===== config.mk =====
export PLATFORM = sky130hd
export DESIGN_NAME = hostbus_if
export DESIGN_NICKNAME = d
export VERILOG_FILES = /design/src/rtl/hbi_pkg.sv /design/src/rtl/hbi_sync.sv /design/src/rtl/hbi_rx.sv /design/src/rtl/hbi_tx.sv /design/src/rtl/hostbus_if.sv
export SDC_FILE = /design/constraint.sdc
export NUM_CORES = 1
export LEC_CHECK = 0
export BUFFER_PORTS_ARGS = -buffer_cell sky130_fd_sc_hd__clkbuf_2
export CAP_MARGIN = 5
export CORE_MARGIN = 1
export CORE_UTILIZATION = 45
export CTS_CLUSTER_DIAMETER = 50
export DETAILED_ROUTE_END_ITERATION = 8
export GPL_TIMING_DRIVEN = 0
export MAX_ROUTING_LAYER = met4
export PLACE_DENSITY_LB_ADDON = 0.15
export SKIP_CTS_REPAIR_TIMING = 1
export SLEW_MARGIN = 15
export SYNTH_ARGS = -nofsm -noshare
export SYNTH_HDL_FRONTEND = slang
export SYNTH_SLANG_ARGS = --single-unit

===== constraint.sdc =====
create_clock -name clk -period 5.65 [get_ports clk]
set_clock_uncertainty 0.15 [all_clocks]
set_input_delay 1.13 -clock clk [delete_from_list [all_inputs] [get_ports clk]]
set_output_delay 1.13 -clock clk [all_outputs]
set_load 0.005 [all_outputs]

===== src/rtl/hbi_pkg.sv =====
package hbi_pkg;
    localparam int DW      = 8;
    localparam int NIB     = DW / 2;
    localparam int ACW     = DW - 1;
    localparam int FS_W    = 3;
    localparam logic [FS_W-1:0] FS_CODE = 3'b001;
    localparam int DL_BIT  = 4;
    localparam int SMP_W   = DW + 2;

    typedef struct packed {
        logic          sel;
        logic          rd;
        logic [DW-1:0] d;
    } bus_smp_t;

    typedef struct packed {
        logic           prev;
        bus_smp_t       hold;
        logic           nib;
        logic [NIB-1:0] hi;
        logic           wide;
        logic           iv;
        logic           dv;
        logic           rdn;
        logic [DW-1:0]  wbyte;
    } rx_st_t;

    typedef struct packed {
        logic          oe;
        logic          half;
        logic [DW-1:0] obyte;
    } tx_st_t;
endpackage


===== src/rtl/hbi_sync.sv =====
module hbi_sync #(
    parameter int W = 1
) (
    input  logic         clk,
    input  logic         rst_n,
    input  logic [W-1:0] din,
    output logic [W-1:0] dout
);
    logic [W-1:0] meta_d, meta_q, sync_d, sync_q;

    always_comb begin
        meta_d = din;
        sync_d = meta_q;
    end

    always_ff @(posedge clk or negedge rst_n) begin
        if (!rst_n) begin
            meta_q <= '0;
            sync_q <= '0;
        end else begin
            meta_q <= meta_d;
            sync_q <= sync_d;
        end
    end

    assign dout = sync_q;
endmodule


===== src/rtl/hbi_rx.sv =====
module hbi_rx
    import hbi_pkg::*;
(
    input  logic          clk,
    input  logic          rst_n,
    input  logic          en_s,
    input  bus_smp_t      smp_s,
    output logic          rise,
    output logic          fall,
    output logic          nib_phase,
    output logic          wide,
    output logic          iv,
    output logic          dv,
    output logic          rdn,
    output logic [DW-1:0] wbyte
);
    rx_st_t st_d, st_q;
    logic          done;
    logic [DW-1:0] full;

    always_comb begin
        st_d       = st_q;
        st_d.prev  = en_s;
        st_d.iv    = 1'b0;
        st_d.dv    = 1'b0;
        st_d.rdn   = 1'b0;
        rise       = en_s & ~st_q.prev;
        fall       = ~en_s & st_q.prev;
        done       = 1'b0;
        full       = st_q.hold.d;

        if (en_s)
            st_d.hold = smp_s;

        if (fall) begin
            if (st_q.wide) begin
                done = 1'b1;
                full = st_q.hold.d;
            end else if (!st_q.nib) begin
                st_d.hi  = st_q.hold.d[DW-1:NIB];
                st_d.nib = 1'b1;
            end else begin
                done     = 1'b1;
                full     = {st_q.hi, st_q.hold.d[DW-1:NIB]};
                st_d.nib = 1'b0;
            end
        end

        if (done) begin
            if (!st_q.hold.rd) begin
                st_d.wbyte = full;
                if (st_q.hold.sel) begin
                    st_d.dv = 1'b1;
                end else begin
                    st_d.iv = 1'b1;
                    if (full[DW-1 -: FS_W] == FS_CODE)
                        st_d.wide = full[DL_BIT];
                end
            end else if (st_q.hold.sel) begin
                st_d.rdn = 1'b1;
            end
        end
    end

    always_ff @(posedge clk or negedge rst_n) begin
        if (!rst_n) begin
            st_q      <= '0;
            st_q.wide <= 1'b1;
        end else begin
            st_q <= st_d;
        end
    end

    assign nib_phase = st_q.nib;
    assign wide      = st_q.wide;
    assign iv        = st_q.iv;
    assign dv        = st_q.dv;
    assign rdn       = st_q.rdn;
    assign wbyte     = st_q.wbyte;
endmodule


===== src/rtl/hbi_tx.sv =====
module hbi_tx
    import hbi_pkg::*;
(
    input  logic           clk,
    input  logic           rst_n,
    input  logic           rise,
    input  logic           en_s,
    input  logic           sel_s,
    input  logic           rd_s,
    input  logic           nib_phase,
    input  logic           wide,
    input  logic           busy,
    input  logic [ACW-1:0] ac,
    input  logic [DW-1:0]  rd_data,
    output logic           oe,
    output logic [DW-1:0]  dout
);
    tx_st_t st_d, st_q;

    always_comb begin
        st_d = st_q;
        if (rise && rd_s) begin
            st_d.oe   = 1'b1;
            st_d.half = wide ? 1'b0 : nib_phase;
            if (wide || !nib_phase)
                st_d.obyte = sel_s ? rd_data : {busy, ac};
        end
        if (!en_s)
            st_d.oe = 1'b0;
    end

    always_ff @(posedge clk or negedge rst_n) begin
        if (!rst_n) st_q <= '0;
        else        st_q <= st_d;
    end

    always_comb begin
        dout = '0;
        if (st_q.oe) begin
            if (wide)
                dout = st_q.obyte;
            else if (st_q.half)
                dout = {st_q.obyte[NIB-1:0], {NIB{1'b0}}};
            else
                dout = {st_q.obyte[DW-1:NIB], {NIB{1'b0}}};
        end
    end

    assign oe = st_q.oe;
endmodule


===== src/rtl/hostbus_if.sv =====
module hostbus_if
    import hbi_pkg::*;
(
    input  logic           clk,
    input  logic           rst_n,
    input  logic           bus_sel,
    input  logic           bus_rd,
    input  logic           bus_en,
    input  logic [DW-1:0]  bus_din,
    output logic [DW-1:0]  bus_dout,
    output logic           bus_oe,
    input  logic           core_busy,
    input  logic [ACW-1:0] core_ac,
    input  logic [DW-1:0]  core_rd_data,
    output logic           instr_valid,
    output logic           data_valid,
    output logic           rd_done,
    output logic [DW-1:0]  wr_byte,
    output logic           wide_mode
);
    logic [SMP_W:0] raw, synced;
    logic           en_s, rd_s, rx_rise, rx_fall, nib_phase;
    bus_smp_t       smp_s;

    assign raw = {bus_en, bus_sel, bus_rd, bus_din};

    hbi_sync #(.W(SMP_W + 1)) u_sync (
        .clk (clk),
        .rst_n (rst_n),
        .din (raw),
        .dout (synced)
    );

    assign en_s  = synced[SMP_W];
    assign smp_s = synced[SMP_W-1:0];
    assign rd_s  = smp_s.rd;

    hbi_rx u_rx (
        .clk (clk),
        .rst_n (rst_n),
        .en_s (en_s),
        .smp_s (smp_s),
        .rise (rx_rise),
        .fall (rx_fall),
        .nib_phase (nib_phase),
        .wide (wide_mode),
        .iv (instr_valid),
        .dv (data_valid),
        .rdn (rd_done),
        .wbyte (wr_byte)
    );

    hbi_tx u_tx (
        .clk (clk),
        .rst_n (rst_n),
        .rise (rx_rise),
        .en_s (en_s),
        .sel_s (smp_s.sel),
        .rd_s (rd_s),
        .nib_phase (nib_phase),
        .wide (wide_mode),
        .busy (core_busy),
        .ac (core_ac),
        .rd_data (core_rd_data),
        .oe (bus_oe),
        .dout (bus_dout)
    );
endmodule


==> run summary, run 1 <==
The run finished with clean final reports. The number of top-level pins was 50; the post-route minimum period was 2950 ps. Together, buffers and inverters on the worst path number 2. For this run, the post-layout net count is 257. The post-route cell area is 2850 µm², and the aggregate global-route resource usage is 18.1%. No sink is reached through more buffers than the 2 on the longest clock path.

The maximum level of the CTS H-tree was 3. The tools report the weighted congestion reported at the end of routability-driven placement as 0.783. Walking the worst path, the cells encountered are and2b_1 -> clkbuf_1 -> mux2i_1 -> nor2b_1 -> clkbuf_2. The height of the chip came out at 73.6 µm.

In the routed design, unresolved DRC markers number 0. Setup violations remaining at the end of the flow were counted as 0. The logs give 1461 for the number of global-route vias before repair and 0.230 mV for the worst IR drop on VDD. The die area is 5420 µm², and the post-synth design cell area is 2310 µm².

Setup slack closes at 2700 ps. The area growth from synthesis to layout was 23.5%. The count of buffers added on input and output ports is 49.

The library cell used as clock root buffer was clkbuf_8. The via density per instance was 4.75; the count of clock tree sinks was 60. The first TritonRoute pass finished after 4 iterations. Dividing the detail-routed wire length by the instance count gives 14.0 µm. The worst setup path is launched from a flop. After detailed placement, the total cell area comes to 2640 µm². Critical path endpoint category: an output port. The core area is 4820 µm².

Most common flop cell mapped by yosys: dfrtp_1. The number of inserted filler cells in the final layout came out at 413. The peak fanout along the critical path was 4.

The kind of cell adding the most delay to the critical path is flip-flops. The logs give 0 for the number of antenna violations at the first check in global routing and 1670 ps for the data arrival time of the critical path. OpenSTA, run right after detailed placement, puts the worst setup slack at 3060 ps. Row count: 25. Setup repair after global routing left no endpoint under its margin.

The fmax was 0.339 GHz; the wire length of the first global-routing pass was 6.78 mm. The tools report the cell count after synthesis as 168. 0 antenna diodes ended up in the layout. The HPWL after detailed placement was 2.93 mm; the longest individual stage delay on the worst path was 560 ps. The cell type of the slowest stage on the worst timing path was dfstp_2. The share of the Yosys chip area taken by registers is 65.1%. For the worst setup path, the data required time is 4370 ps. Dividing total power by cell area gives a power density of 428 nW/µm². The post-route antenna net violation count came out at 0. The max-slew headroom at the worst pin was 48.1%. The effective utilization at floorplan was 47.9%. The synthesized design contains 0 enable-type register cells. Number of warnings issued by yosys: 0. Post-synthesis async set-or-reset flop share: 100%. The number of max-cap violations came out at 0. The number of nets produced by synthesis came out at 197.

TritonCTS built the clock tree. The synthesized area per cell is 13.7 µm², and the number of distinct library cells after synthesis is 25. The fraction of final layout cells sized beyond drive strength 1 was 42.1%; the final count of pins violating max slew was 0. The slew at the pin closest to its max-slew limit is 778 ps. The final hold violation count was 0. Clock-pin slew was measured on the worst setup and hold paths at 70 ps. For the setup total negative slack, the log shows 0 ps. For this design the static power due to leakage is 1.36 nW.

The path class of the tightest hold or removal check is flop to flop. In this run, the number of DRC markers left after iteration 0 of detailed routing was 93. The logs give 330 ps for the clock latency on the worst-skew pair and 1425 for the total number of vias. The post-synthesis register bit count came out at 60. The post-layout total power is 1.22 mW.

The setup path with the least slack is of type flop to output port. After global routing the overflow that remains totals 0. Measured along the x axis, the die boundary spans 73.6 µm. The tools report the number of buffers inserted during clock tree synthesis as 9.

The total routed wirelength is 4.20 mm, and the pin count of the biggest net entering global routing is 61. Of the available clock period, the critical path in the final layout requires 52.2%.
routing by layer:
| metal | wire, µm | share of wire (%) | track usage, % |
|---|---|---|---|
| met5 | 0 | 0 | - |
| met4 | 51 | 1.2 | 11.1 |
| met3 | 164 | 3.9 | 5.35 |
| met2 | 2040 | 49 | 24.8 |
| met1 | 1940 | 46 | 23.5 |
path summary, 6_finish.rpt:
check                                      start  cells after the start             end  slack (ps)
max in group asynchronous                  rst_n                      1    u_tx.st_q[8]        4090
worst max register to register         u_rx.wide                      6       u_rx.wide        3600
worst min register to register  u_sync.meta_q[5]                      0  u_sync.dout[5]         200
worst min-delay path            u_sync.meta_q[5]                      0  u_sync.dout[5]         200
min in group asynchronous                  rst_n                      1   u_rx.wbyte[7]         750
worst max-delay path                   u_rx.wide                      5     bus_dout[4]        2700
worst register-to-register path, cell delays in order (launching register included):
cell and delay, ps:
dfstp_2 560, buf_6 140, and4bb_1 240, buf_6 150
mux2_4 300, nand4_1 100, mux2_1 340
synthesized netlist by cell type, types with 2 or more instances:
master / number / area share, %
nor2_1: 16 / 2.6
a21oi_1: 15 / 3.3
mux2i_1: 18 / 7.8
and3_1: 5 / 1.4
dfrtp_1: 59 / 64
nor3_2: 2 / 0.87
mux2_2: 17 / 8.3
clkbuf_1: 5 / 0.81
nor2b_1: 5 / 1.4
buf_4: 8 / 2.6
buf_6: 2 / 0.98
nand2b_1: 3 / 0.81
per-stage QoR:
step / util (%) / instances / hold slack, ps
6_report: 59.2 / 300 / 199
3_3_place_gp: 54.8 / 284 / 185
2_1_floorplan: - / 168 / 181
5_1_grt: 59.2 / 300 / 206
4_1_cts: 59.2 / 300 / 198
3_5_place_dp: 54.8 / 284 / 186
report_power, final:
group,internal (mW),total [mW],switching [mW]
clock,0.228,0.394,0.166
sequential,0.519,0.576,0.0568
combinational,0.143,0.249,0.105
state kept, by name, indices dropped and copies added, names as in the netlist:
name,flops
u_rx.iv,1
u_tx.oe,1
u_sync.meta_q,11
u_rx.wide,1
u_rx.nib_phase,1
u_rx.rdn,1
u_sync.dout,11
u_rx.st_q,15
u_tx.st_q,9
u_rx.dv,1
u_rx.wbyte,8
cells by family after synthesis:
family	count (synthesis)	share of synthesized area (%)
AO/OA/AOI/OAI	17	3.79
buffers and inverters	16	4.60
flip-flops	60	65.1
multiplexers	37	17.2
AND/OR/NAND/NOR	38	9.32
final cells by class:
| class | instances | area, µm² | area share (%) |
|---|---|---|---|
| Clock inverter | 5 | 58.8 | 2.06 |
| Tap cell | 67 | 83.8 | 2.94 |
| Multi-Input combinational cell | 92 | 701 | 24.6 |
| Sequential cell | 60 | 1500 | 52.7 |
| Buffer | 16 | 106 | 3.73 |
| Clock buffer | 11 | 151 | 5.31 |
| Timing Repair Buffer | 49 | 248 | 8.69 |
cell usage in the layout (no fill, tap or decap), drive strengths merged:
master and count:
clkbuf 65, clkinvlp 2, bufinv 1, buf 11, nor2 16, and2 1
nand4 1, mux2 19, nand2b 3, clkinv 1, dfstp 1, and3 5
nand2 1, mux2i 18, o21a 1, nor3 3, inv 1, a21oi 15
and2b 1, o21ai 1, and4bb 1, nor2b 5, nor4 1, dfrtp 59
No activity file was read; power rests on OpenSTA's default activity.
==> run 2: changes to the inputs <==
ABC_AREA = 1   (was default)
clock period = 2.7 ns   (was 5.65 ns; I/O delays follow)
==> run summary, run 2 <==
The number of inserted filler cells in the final layout came out at 450 (was 413). The number of antenna violations at the first check in global routing was 0 (unchanged). The cell count after synthesis is 227 (was 168). The post-layout total power is 2.54 mW (was 1.22 mW), and the total congestion overflow is 0 (unchanged). Most frequent cells in the layout: dfrtp_1 (59), nand2_1 (55), clkbuf_2 (48) (was dfrtp_1 (59), clkbuf_2 (48), mux2i_1 (18)). Library cell used as clock root buffer: clkbuf_8 (unchanged). The run gives 0 (unchanged) as the number of endpoints failing setup at the final stage.

Count of unresolved DRC violations after routing: 0 (unchanged). The post-layout net count came out at 317 (was 257). The overall die width was 74.4 µm (was 73.6 µm). The post-route non-filler standard cell count was 359 (was 300). The post-synthesis async set-or-reset flop share came out at 100% (unchanged). The height of the chip was 74.4 µm (was 73.6 µm). For the first-pass iteration count of the detailed router, the log shows 5 (was 4). The register with the most flip-flops is u_rx.st_q (unchanged). The power per standard cell area works out to 876 nW/µm² (was 428 nW/µm²). The data arrival time of the critical path is 1480 ps (was 1670 ps), and the number of warnings issued by yosys is 0 (unchanged). Most common library cells after synthesis: dfrtp_1 (59), nand2_1 (55), inv_1 (23), o21ai_0 (23), nor2_1 (13) (was dfrtp_1 (59), mux2i_1 (18), mux2_2 (17)).

The synthesized area per cell is 10.4 µm² (was 13.7 µm²). The tools report the total routed wirelength as 3.94 mm (was 4.20 mm). For the aggregate global-route resource usage, the log shows 17.3% (was 18.1%). The library cell with the largest summed area after synthesis is dfrtp_1 (unchanged). The adder-cell share of the synthesized area was 0% (unchanged). Most common flop cell mapped by yosys: dfrtp_1 (unchanged).

The area fraction in compound gates after synthesis was 10.6% (was 3.79%); the synthesized-area fraction occupied by and/or/nand/nor cells was 15.7% (was 9.32%). The run gives 37 (was 61) as the pin count of the biggest net entering global routing. The peak fanout along the critical path is 8 (was 4).

Final hold violation count: 18 (was 0). The tools report the core area as 4880 µm² (was 4820 µm²). The final critical path takes up 80.5% of the cycle. The max-slew headroom at the worst pin came out at 68.8% (was 48.1%).

The number of enable flip-flop cells after synthesis came out at 0 (unchanged). XOR/XNOR share of the synthesized area: 0% (unchanged). The post-synth design cell area is 2360 µm² (was 2310 µm²).

Top cell type's share of synthesized area: 62.7% (was 63.9%). The slew at the pin closest to its max-slew limit came out at 468 ps (was 778 ps). For the maximum level of the CTS H-tree, the log shows 3 (unchanged).

The startpoint of the most critical register-to-register path was u_rx.wide (unchanged). Clock transition time at the flip-flop clock pins of the worst setup and hold paths: 60 ps (was 70 ps). The checks that failed: negative hold slack. For the number of top-level pins, the log shows 50 (unchanged).

The count of clock tree sinks is 60 (unchanged), and the count of buffers from port buffering is 49 (unchanged). The worst IR drop on VDD was 0.434 mV (was 0.230 mV); the post-route minimum period was 2170 ps. Number of antenna cells inserted: 0 (unchanged).

The wire length per cell was 11.0 µm (was 14.0 µm); the count of routing violations after the opening detailed-route iteration was 100 (was 93). The HPWL after detailed placement was 2.80 mm (was 2.93 mm). The register cell area after layout came out at 1500 µm² (unchanged). Die area: 5530 µm² (was 5420 µm²). The reported leakage power was 1.52 nW (was 1.36 nW). For the effective utilization at floorplan, the log shows 48.3% (was 47.9%).

The kind of start point of the critical path was a flop (unchanged). Setup repair after global routing left no endpoint under its margin. For the total number of vias, the log shows 1642 (was 1425). The sequential area share after synthesis is 63.8% (was 65.1%). Top cells by area, synth: dfrtp_1 (63%), nand2_1 (8.8%), o21ai_0 (4.9%), inv_1 (3.7%), buf_4 (2.5%) (was dfrtp_1 (64%), mux2_2 (8.3%), mux2i_1 (7.8%), a21oi_1 (3.3%), buf_4 (2.6%)).

The worst hold-check path type was primary input to asynchronous set/reset pin (was flop to flop). The maximum buffer depth of the clock tree is 2 (unchanged), and the post-synthesis register bit count is 60 (unchanged). The fraction of final layout cells sized beyond drive strength 1 works out to 30.8% (was 42.1%).

The run gives 0.736 (was 0.783) as the weighted congestion reported at the end of routability-driven placement. TritonCTS built the clock tree. Number of placed instances, taps included: 344 (was 284). The cell with the most instances after synthesis is dfrtp_1 (unchanged). The startpoint of the worst setup timing path was u_rx.wide (unchanged). The number of global-route vias before repair was 1486 (was 1461). Critical setup path kind: flop to output port (unchanged). The most frequent standard cell in the layout excluding fill and tap cells is dfrtp_1 (unchanged).

The worst hold-check slack came out at -9.66 ps (was 199 ps). The largest family of logic cells by synthesized area was simple AND/OR/NAND/NOR gates (was multiplexers). For the number of distinct library cells after synthesis, the log shows 24 (was 25). The row count was 25 (unchanged). The critical path endpoint category was an output port (unchanged). Share of synthesized area spent on multiplexers: 1.70% (was 17.2%).

The logs give 0 (unchanged) for the number of max-cap violations and 0 (unchanged) for the post-route antenna net violation count. The number of nets produced by synthesis is 256 (was 197), and the via density per instance is 4.57 (was 4.75). The run finished, with violations left.

Timing would allow up to 0.460 GHz. For the number of buffers inserted during clock tree synthesis, the log shows 9 (unchanged). Number of flip-flops in the largest register: 15 (unchanged). The area of the multi-input gates is 659 µm² (was 701 µm²). The wire length of the first global-routing pass was 6.69 mm (was 6.78 mm); the final count of pins violating max slew was 0 (unchanged).

The run gives 2010 ps (was 4370 ps) as the required time of the critical path. The run gives 59.4% (was 59.2%) as the share of the core filled with cells. The run gives 320 ps (was 330 ps) as the clock latency on the worst-skew pair. The tools report the setup total negative slack as 0 ps (unchanged). Area growth from synthesis to layout: 23.0% (was 23.5%).
==> run 2: where the power goes <==
group          internal (mW)  leakage, nW  switching [mW]
Clock                  0.441       0.0979           0.322
Sequential              1.10        0.723           0.105
Combinational          0.267        0.700           0.301
Total                   1.81         1.52           0.729
==> run 2: cell type report <==
class,count,share of cell area [%]
Clock buffer,10,4.75
Inverter,26,3.45
Tap cell,67,2.89
Multi-Input combinational cell,128,22.8
Buffer,13,3.24
Clock inverter,5,1.81
Sequential cell,60,51.9
Timing Repair Buffer,50,9.24
==> run 2: critical path, stage by stage (launching register included) <==
cell,delay [ps]
dfstp_2,410
nor2_1,350
o21ai_0,130
a21oi_1,140
clkbuf_2,130
==> run 2: cells by family (layout without fill, tap and decap cells) <==
group                  Yosys count  after routing
AO/OA/AOI/OAI                   43             43
buffers and inverters           39            104
flip-flops                      60             60
AND/OR/NAND/NOR                 81             81
multiplexers                     4              4
==> run 2: path summary, 6_finish.rpt <==
path,endpoint,slack [ps],cells after the start
max in group asynchronous,u_rx.wide,1850,2
min reg2reg,u_sync.dout[7],190,0
max,bus_dout[5],530,4
max reg2reg,u_rx.wbyte[4],1130,7
min in group clk,u_sync.meta_q[9],170,1
min,u_sync.dout[3],-10,1
==> run 2: metrics by stage <==
step                      cell area (µm²)  setup WS [ps]
after global placement               2690            685
after detailed placement             2710            876
final                                2900            526
after floorplan                      2360           1080
after CTS                            2900            518
after global routing                 2900            370
==> run 2: per-layer routing <==
| layer | global-route usage, % | vias up | wire length, µm |
|---|---|---|---|
| met4 | 9.64 | 0 | 85 |
| met2 | 25.5 | 46 | 1820 |
| li1 | - | 840 | - |
| met3 | 5.01 | 7 | 189 |
| met1 | 21.5 | 749 | 1850 |
| met5 | - | - | 0 |
==> run 3: changes to the inputs <==
ABC_AREA = 0   (was 1)
clock period = 2 ns   (was 2.7 ns; I/O delays follow)
==> run summary, run 3 (synthesized netlist as in run 1, its figures left out) <==
The run gives 330 ps (was 320 ps) as the clock latency on the worst-skew pair. The smallest setup slack after layout was -119 ps (was 526 ps); the met2 wire length was 2.10 mm (was 1.82 mm). The effective utilization at floorplan is 47.9% (was 48.3%). CP Cell Sequence: and2b_2 -> mux2i_1 -> nor2b_1 -> buf_2 (was nor2_1 -> o21ai_0 -> a21oi_1 -> clkbuf_2). The count of unresolved DRC violations after routing was 0 (unchanged); the count of buffers from port buffering was 49 (unchanged). The number of endpoints failing setup at the final stage is 4 (was 0). The detailed route wirelength on metal3 is 161 µm (was 189 µm), and the die area is 5420 µm² (was 5530 µm²). The core area was 4820 µm² (was 4880 µm²); the wire length on met1 was 1.89 mm (was 1.85 mm). The weighted congestion reported at the end of routability-driven placement was 0.783 (was 0.736); the maximum level of the CTS H-tree was 3 (unchanged). The required time of the critical path is 1450 ps (was 2010 ps), and the clock transition time at the flip-flop clock pins of the worst setup and hold paths is 70 ps (was 60 ps).

For the total congestion overflow, the log shows 0 (unchanged). The tools report the number of antenna violations at the first check in global routing as 0 (unchanged). The run finished, with violations left. Violated checks: negative setup slack (was negative hold slack). The number of top-level pins came out at 50 (unchanged).

Register with the most flip-flops: u_rx.st_q (unchanged). The post-layout net count is 261 (was 317), and the HPWL after detailed placement is 2.93 mm (was 2.80 mm). First-pass iteration count of the detailed router: 4 (was 5). Aggregate global-route resource usage: 18.1% (was 17.3%).

TritonCTS built the clock tree. Setup repair after global routing could not meet its margin everywhere. Most frequent standard cell in the layout excluding fill and tap cells: dfrtp_1 (unchanged). The fraction of final layout cells sized beyond drive strength 1 was 45.1% (was 30.8%). Count of clock tree sinks: 60 (unchanged).

The total number of vias was 1441 (was 1642); the number of inserted filler cells in the final layout was 408 (was 450). The power per standard cell area works out to 1200 nW/µm² (was 876 nW/µm²). The tools report the number of max-cap violations as 0 (unchanged).

The number of placed instances, taps included is 284 (was 344), and the via density per instance is 4.74 (was 4.57). The data arrival time of the critical path came out at 1570 ps (was 1480 ps). The number of buffers inserted during clock tree synthesis is 9 (unchanged). The run gives 2 (unchanged) as the maximum buffer depth of the clock tree. The highest signal layer in the routed design was met4 (unchanged).

Height of the chip: 73.6 µm (was 74.4 µm). Kind of cell adding the most delay to the critical path: flip-flops (unchanged). The count of routing violations after the opening detailed-route iteration came out at 99 (was 100). The overall die width works out to 73.6 µm (was 74.4 µm).

The run gives 0.472 GHz as the fmax. The reported leakage power was 1.40 nW (was 1.52 nW). The number of buffers and inverters on the critical path was 1 (unchanged). Kind of start point of the critical path: a flop (unchanged). The smallest clock period supported by the final layout is computed as 2120 ps. Critical setup path kind: flop to output port (unchanged). For the post-route non-filler standard cell count, the log shows 304 (was 359).

The longest individual stage delay on the worst path was 560 ps (was 410 ps); the area growth from synthesis to layout was 25.6% (was 23.0%). Wire length of the first global-routing pass: 6.78 mm (was 6.69 mm). Worst hold-check path type: primary input to asynchronous set/reset pin (unchanged). The number of antenna cells inserted is 0 (unchanged), and the slew at the pin closest to its max-slew limit is 769 ps (was 468 ps). The number of flip-flops in the largest register was 15 (unchanged). Most frequent cells in the layout: dfrtp_1 (59), clkbuf_2 (45), mux2i_1 (17), mux2_2 (17), nor2_1 (16) (was dfrtp_1 (59), nand2_1 (55), clkbuf_2 (48)). The logs give 0 (unchanged) for the final count of pins violating max slew and 0.656 mV (was 0.434 mV) for the worst IR drop on VDD. The tools report the max-slew headroom at the worst pin as 48.7% (was 68.8%). The run gives 16.2 ps (was -9.66 ps) as the worst hold-check slack.

The tools report the library cell used as clock root buffer as clkbuf_8 (unchanged). The tools report the row count as 25 (unchanged). The run gives 1461 (was 1486) as the number of global-route vias before repair. In the finished design, the share of the clock period the worst path needs comes to 106%. The final hold violation count is 0 (was 18), and the post-route antenna net violation count is 0 (unchanged).

The pin count of the biggest net entering global routing was 61 (was 37). The tools report the total routed wirelength as 4.23 mm (was 3.94 mm). The wire length per cell is 13.9 µm (was 11.0 µm).

The tools report the critical path endpoint category as an output port (unchanged). The cell type of the slowest stage on the worst timing path was dfstp_2 (unchanged). The peak fanout along the critical path was 4 (was 8).
## run 3: routing by layer
metal,vias to the layer above,global-route usage (%)
met5,-,-
met4,0,11.1
met3,8,5.35
met2,34,24.8
met1,703,23.5
li1,696,-
## run 3: final timing paths
path / slack, ps / start / cells past startpoint / endpoint
setup / recovery: -120 / u_rx.wide / 4 / bus_dout[4]
hold / removal: 20 / rst_n / 1 / u_rx.wbyte[7]
setup reg to reg: 30 / u_rx.wide / 6 / u_rx.wide
hold reg to reg: 200 / u_sync.meta_q[5] / 0 / u_sync.dout[5]
max in group asynchronous: 1180 / rst_n / 1 / u_tx.st_q[8]
min in group clk: 20 / bus_din[4] / 1 / u_sync.meta_q[4]
## run 3: through the flow
step / cell area [µm²] / util [%] / power (mW) / TNS, ps / worst slack (ps)
after floorplan: 2310 / - / 2.09 / 0 / 76.6
after global placement: 2640 / 54.8 / 2.30 / -33.9 / -33.9
after detailed placement: 2640 / 54.8 / 2.36 / -38.6 / -38.6
after CTS: 2850 / 59.2 / 3.49 / -862 / -232
after global routing: 2900 / 60.2 / 3.68 / -623 / -161
final: 2900 / 60.2 / 3.48 / -329 / -119
## run 3: final cells by class
cell class | instances | area, µm² | area share, %
buffer | 14 | 100 | 3.45
clock buffer | 11 | 151 | 5.22
clock inverter | 5 | 58.8 | 2.03
multi-input combinational | 92 | 709 | 24.5
sequential | 60 | 1500 | 51.8
tap | 67 | 83.8 | 2.89
timing repair buffer | 55 | 295 | 10.2
## run 3: where the power goes
group	switching (mW)	leakage (nW)	internal, mW
sequential	0.163	0.696	1.47
combinational	0.302	0.605	0.431
clock	0.471	0.102	0.644
total	0.936	1.40	2.54
